===== src/rtl/seq_pkg.sv =====
package seq_pkg;
    localparam int DATA_W  = 16;
    localparam int ADDR_W  = 12;
    localparam int OP_W    = 3;
    localparam int STEP_W  = 4;

    typedef enum logic {
        CYC_INSTR = 1'b0,
        CYC_INTR  = 1'b1
    } cyc_e;

    // closing step of a memory-class opcode
    function automatic logic [STEP_W-1:0] close_step(input logic [OP_W-1:0] op);
        logic [STEP_W-1:0] s;
        unique case (op)
            3'd3, 3'd4: s = STEP_W'(4);
            3'd6:       s = STEP_W'(6);
            default:    s = STEP_W'(5);
        endcase
        return s;
    endfunction
endpackage


===== src/rtl/step_decoder.sv =====
module step_decoder #(
    parameter int SW = 4,
    localparam int NS = 1 << SW
) (
    input  logic [SW-1:0] step,
    output logic [NS-1:0] t_onehot
);
    for (genvar i = 0; i < NS; i++) begin : g_t
        assign t_onehot[i] = (step == SW'(i));
    end
endmodule


===== src/rtl/op_decoder.sv =====
module op_decoder #(
    parameter int OW = 3,
    localparam int NO = 1 << OW
) (
    input  logic [OW-1:0] op,
    output logic [NO-1:0] d_onehot
);
    for (genvar i = 0; i < NO; i++) begin : g_d
        assign d_onehot[i] = (op == OW'(i));
    end
endmodule


===== src/rtl/instr_sequencer.sv =====
module instr_sequencer
    import seq_pkg::*;
#(
    parameter int DW = DATA_W,
    parameter int AW = ADDR_W,
    localparam int OW = OP_W,
    localparam int SW = STEP_W,
    localparam int NS = 1 << SW,
    localparam int NO = 1 << OW
) (
    input  logic          clk,
    input  logic          rst,
    input  logic [DW-1:0] mem_rdata,
    input  logic          irq_req,
    output logic [AW-1:0] mem_addr,
    output logic [DW-1:0] mem_wdata,
    output logic          mem_rd,
    output logic          mem_wr,
    output logic [AW-1:0] pc_q,
    output logic [AW-1:0] ar_q,
    output logic [DW-1:0] ir_q,
    output logic [NS-1:0] t_sig,
    output logic [NO-1:0] d_sig,
    output logic          ind_q,
    output logic          ar_ld,
    output logic          ar_inr,
    output logic          ar_clr,
    output logic          pc_ld,
    output logic          pc_inr,
    output logic          pc_clr,
    output logic          ir_ld,
    output logic          sc_clr,
    output logic          exec_reg,
    output logic          exec_io,
    output logic          exec_mem,
    output logic          intr_cyc
);
    cyc_e          cyc_q, cyc_d;
    logic [SW-1:0] sc_q;
    logic [OW-1:0] opcode;
    logic          ld_from_pc, ld_from_ir, ld_from_mem, mem_done;

    assign opcode    = ir_q[DW-2 -: OW];
    assign mem_addr  = ar_q;
    assign mem_wdata = {{(DW-AW){1'b0}}, pc_q};
    assign intr_cyc  = (cyc_q == CYC_INTR);

    step_decoder #(.SW(SW)) u_step (.step(sc_q), .t_onehot(t_sig));
    op_decoder   #(.OW(OW)) u_op   (.op(opcode), .d_onehot(d_sig));

    // state register and datapath registers
    always_ff @(posedge clk) begin
        if (rst) begin
            cyc_q <= CYC_INSTR;
            sc_q  <= '0;
            pc_q  <= '0;
            ar_q  <= '0;
            ir_q  <= '0;
            ind_q <= 1'b0;
        end else begin
            cyc_q <= cyc_d;
            sc_q  <= sc_clr ? '0 : sc_q + 1'b1;
            if (ar_clr)           ar_q <= '0;
            else if (ld_from_pc)  ar_q <= pc_q;
            else if (ld_from_ir)  ar_q <= ir_q[AW-1:0];
            else if (ld_from_mem) ar_q <= mem_rdata[AW-1:0];
            else if (ar_inr)      ar_q <= ar_q + 1'b1;
            if (pc_clr)      pc_q <= '0;
            else if (pc_ld)  pc_q <= ar_q;
            else if (pc_inr) pc_q <= pc_q + 1'b1;
            if (ir_ld)      ir_q  <= mem_rdata;
            if (ld_from_ir) ind_q <= ir_q[DW-1];
        end
    end

    // control strobes and next state
    always_comb begin
        ld_from_pc  = 1'b0;
        ld_from_ir  = 1'b0;
        ld_from_mem = 1'b0;
        ar_inr      = 1'b0;
        ar_clr      = 1'b0;
        pc_ld       = 1'b0;
        pc_inr      = 1'b0;
        pc_clr      = 1'b0;
        ir_ld       = 1'b0;
        mem_rd      = 1'b0;
        mem_wr      = 1'b0;
        exec_reg    = 1'b0;
        exec_io     = 1'b0;
        exec_mem    = 1'b0;
        mem_done    = 1'b0;
        sc_clr      = 1'b0;
        cyc_d       = cyc_q;
        unique case (cyc_q)
            CYC_INSTR: begin
                ld_from_pc  = t_sig[0];
                ir_ld       = t_sig[1];
                pc_inr      = t_sig[1];
                ld_from_ir  = t_sig[2];
                ld_from_mem = t_sig[3] && !d_sig[7] && ind_q;
                exec_reg    = t_sig[3] && d_sig[7] && !ind_q;
                exec_io     = t_sig[3] && d_sig[7] && ind_q;
                exec_mem    = !d_sig[7] && (sc_q >= SW'(4));
                mem_done    = exec_mem && (sc_q == close_step(opcode));
                mem_rd      = t_sig[1] || ld_from_mem ||
                              (t_sig[4] && (d_sig[0] || d_sig[1] || d_sig[2] || d_sig[6]));
                mem_wr      = t_sig[4] && d_sig[5];
                ar_inr      = t_sig[4] && d_sig[5];
                pc_ld       = (t_sig[4] && d_sig[4]) || (t_sig[5] && d_sig[5]);
                sc_clr      = exec_reg || exec_io || mem_done;
                if (sc_clr && irq_req) cyc_d = CYC_INTR;
            end
            CYC_INTR: begin
                ar_clr = t_sig[0];
                mem_wr = t_sig[1];
                pc_clr = t_sig[1];
                pc_inr = t_sig[2];
                sc_clr = t_sig[2];
                if (t_sig[2]) cyc_d = CYC_INSTR;
            end
            default: cyc_d = CYC_INSTR;
        endcase
    end

    assign ar_ld = ld_from_pc || ld_from_ir || ld_from_mem;

    // checks against the guarded logic
    logic armed_q;
    always_ff @(posedge clk) armed_q <= !rst;

    assert_step_advance_R2: assert property (@(posedge clk) disable iff (rst || !armed_q)
        !$past(sc_clr) |-> (t_sig == ($past(t_sig) << 1)));
    assert_step_restart_R7: assert property (@(posedge clk) disable iff (rst)
        sc_clr |=> t_sig[0]);
    assert_fetch_incr_R4: assert property (@(posedge clk) disable iff (rst)
        (!intr_cyc && t_sig[1]) |=> (pc_q == $past(pc_q) + 1'b1));
    assert_close_bound_R8: assert property (@(posedge clk) disable iff (rst)
        exec_mem |-> (sc_q <= close_step(opcode)));
    assert_intr_entry_R11: assert property (@(posedge clk) disable iff (rst)
        (!intr_cyc && sc_clr && irq_req) |=> (intr_cyc && t_sig[0]));
    assert_intr_vector_R12: assert property (@(posedge clk) disable iff (rst)
        (intr_cyc && t_sig[2]) |=> (!intr_cyc && pc_q == AW'(1)));
endmodule


===== config.mk =====
export PLATFORM = sky130hd
export DESIGN_NAME = instr_sequencer
export DESIGN_NICKNAME = d
export VERILOG_FILES = /design/src/rtl/seq_pkg.sv /design/src/rtl/step_decoder.sv /design/src/rtl/op_decoder.sv /design/src/rtl/instr_sequencer.sv
export SDC_FILE = /design/constraint.sdc
export NUM_CORES = 1
export LEC_CHECK = 0
export ABC_AREA = 1
export ABC_CLOCK_PERIOD_IN_PS = 1700
export BUFFER_PORTS_ARGS = -buffer_cell sky130_fd_sc_hd__buf_2
export CORE_MARGIN = 1
export CORE_UTILIZATION = 45
export CTS_CLUSTER_DIAMETER = 80
export DETAILED_ROUTE_END_ITERATION = 10
export PLACE_DENSITY = 0.77
export SETUP_SLACK_MARGIN = 0.02
export SKIP_CTS_REPAIR_TIMING = 1
export SKIP_LAST_GASP = 1
export SLEW_MARGIN = 10
export SYNTH_ARGS = -nofsm -noshare
export SYNTH_HDL_FRONTEND = slang
export SYNTH_SLANG_ARGS = --single-unit
export TNS_END_PERCENT = 30

===== constraint.sdc =====
create_clock -name clk -period 1.7 [get_ports clk]
set_input_delay 0.34 -clock clk [delete_from_list [all_inputs] [get_ports clk]]
set_output_delay 0.34 -clock clk [all_outputs]
set_load 0.01 [all_outputs]

# After elaboration in Yosys (flattened, before gate mapping)
# Index checks and enable logic that the tools add are counted.
# W data, S select, Z words.
# word_totals
elab_cells	92
register_bits	46
# op_classes
n_bitwise	1
n_eq_ne	23
muxes	26
add_sub_neg	3
magnitude_cmp	1
reduce_logical	32
# op_table
operator	n
$mux W12	6
$eq A4 B4 Y1 const B	8
$add A12 B1 Y12 const B	2
$eq A4 B3 Y1 const B	4
$mux W1	14
$eq A3 B3 Y1 const B	4
$logic_and A1 B1 Y1	12
$logic_or A1 B1 Y1	10
$eq A4 B2 Y1 const B	2
$pmux W1 S2	4
$reduce_or A2 Y1	4
$eq A3 B2 Y1 const B	2
$add A4 B1 Y4 const B	1
$eq A4 B1 Y1 const B	1
$eq A4 B4 Y1	1
$ge A4 B3 Y1 const B	1
$logic_not A4 Y1	1
$mux W4	1
$pmux W2 S2	1
$reduce_bool A4 Y1	1
$eq A3 B1 Y1 const B	1
$logic_not A3 Y1	1
$logic_not A1 Y1	2
$reduce_bool A2 Y1	1
$not A1 Y1	1

# Logic depth before layout (Yosys ltp)
# logic_depth
depth_word	10
ltp_mapped	11
ltp_nobuf	11

# By module
# Synthesis repeated with hierarchy kept, for this count alone.
# hier_totals
cells_unflattened	502
hier_area_um2	3166.8
# by_module_without_submodules
mod	n_inst	area_each_um2	cells_per_inst
instr_sequencer	1	3005.4	459
step_decoder	1	105.1	28
op_decoder	1	56.3	15

# Worst setup path after synthesis
# OpenSTA, ideal clock, no wires.
# synth_path
kind	flip-flop to flip-flop
start	register sc_q[0]
end	register pc_q[2]
path_slack_ps	73
required_time_ps	1580
path_stages_with_launch	11
n_path_buf	1
arrival_time_ps	1507
setup_time_ps	120
cell_sequence	dfxtp_1 inv_1 ha_1 inv_1 nor2_2 nand3_1 nand2_1 buf_4 inv_4 o21ai_0 a21oi_1
# synth_via
elab_chain_cells	5
# synth_lines
element	line	rtl
from (decl)	instr_sequencer.sv:39	logic [SW-1:0] sc_q;
from (signal assigned)	instr_sequencer.sv:62	sc_q <= sc_clr ? '0 : sc_q + 1'b1;
$eq A4 B3 Y1 *	step_decoder.sv:9	assign t_onehot[i] = (step == SW'(i));
named net t_sig[4]	instr_sequencer.sv:22	output logic [NS-1:0] t_sig,
$logic_and A1 B1 Y1 *	instr_sequencer.sv:110	pc_ld = (t_sig[4] && d_sig[4]) || (t_sig[5] && d_sig[5]);
$logic_or A1 B1 Y1 *	instr_sequencer.sv:110	
$mux W1 *	instr_sequencer.sv:95	unique case (cyc_q)
named net pc_ld	instr_sequencer.sv:28	output logic pc_ld,
$mux W12 or $reduce_bool A2 Y1 (tied branches)	-	
to (signal assigned)	instr_sequencer.sv:69	else if (pc_ld) pc_q <= ar_q;
to (signal assigned)	instr_sequencer.sv:70	else if (pc_inr) pc_q <= pc_q + 1'b1;
to (decl)	instr_sequencer.sv:19	output logic [AW-1:0] pc_q,
# Mark *: on every way through the listed nets, which the timed path passes. The rest lies on a longest branch.
# A chain may end at the register's enable or synchronous reset.

# Final worst setup path
# layout_path
start	register sc_q[0]
end	output mem_rd
# layout_via
elab_chain_cells	6
# layout_lines
element	line	rtl
$eq A4 B2 Y1	step_decoder.sv:9	
$logic_and A1 B1 Y1 (2 in series)	instr_sequencer.sv:101	ld_from_mem = t_sig[3] && !d_sig[7] && ind_q;
$logic_or A1 B1 Y1	instr_sequencer.sv:106	mem_rd = t_sig[1] || ld_from_mem ||
$logic_or A1 B1 Y1 *	instr_sequencer.sv:106	
$mux W1 *	instr_sequencer.sv:95	
to (decl)	instr_sequencer.sv:17	output logic mem_rd,
# Mark *: on every way between the ends. The rest lies on a longest branch, timed or not.

==> impl_metrics.toml <==
[synthesis]
async_flop_share_pct = 0
synth_cells = 532
syn_area_sq_um = 3289
synth_compound_area_share_pct = 12.93
yosysWarnings = 0
synthDominantCellAreaShare_pct = 28.00
synth_top_family_by_area = "simple AND/OR/NAND/NOR gates"
synth_common_cells = "137 x nand2_1, 60 x inv_1, 57 x nor2_1"
synth_xor_area_share_pct = 2.929
ys.flop_type = "dfxtp_1"
yosysUniqueCellTypes = 28
synth.area.top_cells = "dfxtp_1 28%, nand2_1 16%, buf_4 7.3%"
synth_edf_count = 0
avgSynthCellArea_sq_um = 6.183
synth_seq_area_share_pct = 28.00
synthMuxAreaShare_pct = 0
ys_seq_elements = 46
synth_simple_gate_area_share_pct = 35.26
yosysMostFrequentCell = "nand2_1"
synth_top_area_cell = "dfxtp_1"
yosys.area_share.adder_pct = 2.282

[timing]
timing.hold.ws_ps = 278.7
fin_skew_ps = 9.336
min_period_over_period_pct = 110.9
finalSetupViolCount = 21
final_max_slew_viol_count = 0
period_needed_ps = 1885
fin_ws_ps = -185.0
rsz0062_at_grt = "true"
max_freq_mhz = 530.5
hold_viol = 0

[detailed_routing]
drcViolationCount = 0
wl_met1_um = 4632
dr.pass1.iters = 7
wl_met2_um = 4897
antenna_left = 0
vias_per_cell = 5.272
wl_um = 10780
drt_iter0_drc = 319
wire_per_inst_um = 14.17
dr_total_vias = 4012
dr.max_layer_used = "met4"
dr_wl_met3_um = 871

[outcome]
violations = "setup timing"
status = "complete, but fails checks"

[global_route]
antenna_found_initial = 0
grt_max_degree = 25
grt_pass1_wl_um = 15880
first_global_vias = 3303
gr-total-overflow = 0
grt_util_all_layers_pct = 26.62

[clocking]
cts_root_buffer = "clkbuf_8"
clkLatencyLatePin_ps = 310
clk_path_buf_depth = 2
cts_tree = "built"
path_clk_slew_ps = 80
h-tree-depth = 2
cts_buffers = 5
clock_sinks = 46

[hold_path]
min_path_cells = 3
hp-class = "input pin to register"
hold-path-endpoint = "ir_q[15]$_SDFFE_PP0P_"
hold_start = "mem_rdata[15]"

[place]
dp_hpwl_um = 7680
dp_slack_ps = -64.75
port_buffers = 121
gp_congestion = 0.9971

[floorplan]
dieArea_sq_um = 7655
core_sq_um = 6944
initial_utilization_pct = 47.37
die_width_um = 87.50
die_h_um = 87.50
io_pins = 126
rows = 30

[setup_path]
cp_max_fo = 4
reg2reg_slack_ps = -120
cp.required_ps = 1360
rr_endpoint = "ar_q[3]$_SDFFE_PP0P_"
path_class = "register to primary output"
cp-start-kind = "register"
r2r-start = "sc_q[0]$_SDFF_PP0_"
worstPathArrival_ps = 1550
cp-end-kind = "primary output"
rr_worst_depth = 10

[power]
power_density_nw_per_um2 = 778.0
static-leakage-power_nw = 2.324
max-vdd-ir-drop_v = 0.0004113

[cells_and_area]
area_growth_syn_to_layout_pct = 33.09
finalNetCount = 690
diodes = 0
drive_gt1_share_pct = 35.79

[flow_run]
maxCapViolCount = 0
-- worst max-delay path by stage --
stage,from,endpoint,slack (ps),cells past startpoint
after floorplan,sc_q[0]$_SDFF_PP0_,pc_q[2]$_SDFFE_PP0P_,70,10
after global placement,ir_q[13]$_SDFFE_PP0P_,ar_q[8]$_SDFFE_PP0P_,6,8
after detailed placement,sc_q[0]$_SDFF_PP0_,pc_q[6]$_SDFFE_PP0P_,-60,10
after CTS,sc_q[0]$_SDFF_PP0_,pc_ld,-390,7
after global routing,sc_q[0]$_SDFF_PP0_,mem_rd,-250,7
final,sc_q[0]$_SDFF_PP0_,mem_rd,-190,7
-- logic make-up (layout without fill, tap and decap cells) --
group,after synthesis,in the layout
simple gates,268,268
xor+xnor,11,11
compound gates,84,84
other cells,1,4
fa+ha+maj,6,6
flops,46,46
buf+inv,116,246
-- registers in the layout, summed over array words and instances, names as in the netlist --
register and count:
pc_q 12, intr_cyc 1, ir_q 16, ar_q 12, sc_q 4, ind_q 1
-- cell usage in the layout, fill, tap and decap left out, types with 4 or more instances in the layout --
master / count
nand2_1: 129
buf_2: 119
nor2_1: 54
inv_1: 51
buf_4: 46
nand3_1: 40
dfxtp_1: 39
a21oi_1: 36
o21ai_0: 32
inv_2: 10
o21ai_1: 10
nor3_1: 9
xor2_1: 9
nand2_2: 7
nor2_4: 7
nand3_2: 7
inv_4: 5
nand2_4: 5
nand4_1: 5
clkbuf_8: 5
dfxtp_4: 5
buf_6: 5
ha_4: 4
conb_1: 4
-- through the flow --
stage | TNS, ps | power, W | util [%] | std cells | instance area (sq um)
2_1_floorplan | 0 | 0.002165 | - | 535 | 3301
3_3_place_gp | 0 | 0.002509 | 56.74 | 738 | 3940
3_5_place_dp | -580.6 | 0.002540 | 56.74 | 738 | 3940
4_1_cts | -4900 | 0.003178 | 57.89 | 745 | 4020
5_1_grt | -4184 | 0.003617 | 63.04 | 761 | 4378
6_report | -1677 | 0.003406 | 63.04 | 761 | 4378
-- routing by layer --
metal / up-vias / track usage (%)
li1: 1917 / -
met1: 1810 / 37.20
met2: 241 / 42.61
met3: 44 / 3.791
met4: 0 / 7.452
met5: - / 0
-- final cells by class --
| class | instances | area (sq um) |
|---|---|---|
| Inverter | 69 | 276.5 |
| Timing Repair Buffer | 170 | 997.2 |
| Sequential cell | 46 | 942.2 |
| Multi-Input combinational cell | 373 | 1962 |
| Clock inverter | 1 | 7.507 |
| Tap cell | 96 | 120.1 |
| Clock buffer | 6 | 72.57 |
| Fill cell | 655 | 2566 |
-- power by group --
part	internal, W	switching (W)
combinational	0.000568	0.000830
sequential	0.00118	0.000173
clock	0.000282	0.000368
-- worst max-delay path, stage by stage (launching register included) --
cell	delay [ps]
dfxtp_4	410
buf_6	120
ha_4	160
nand3_4	100
nor2_4	190
inv_2	70
o21ai_2	50
buf_2	140
(Power assumes the default switching activity.)
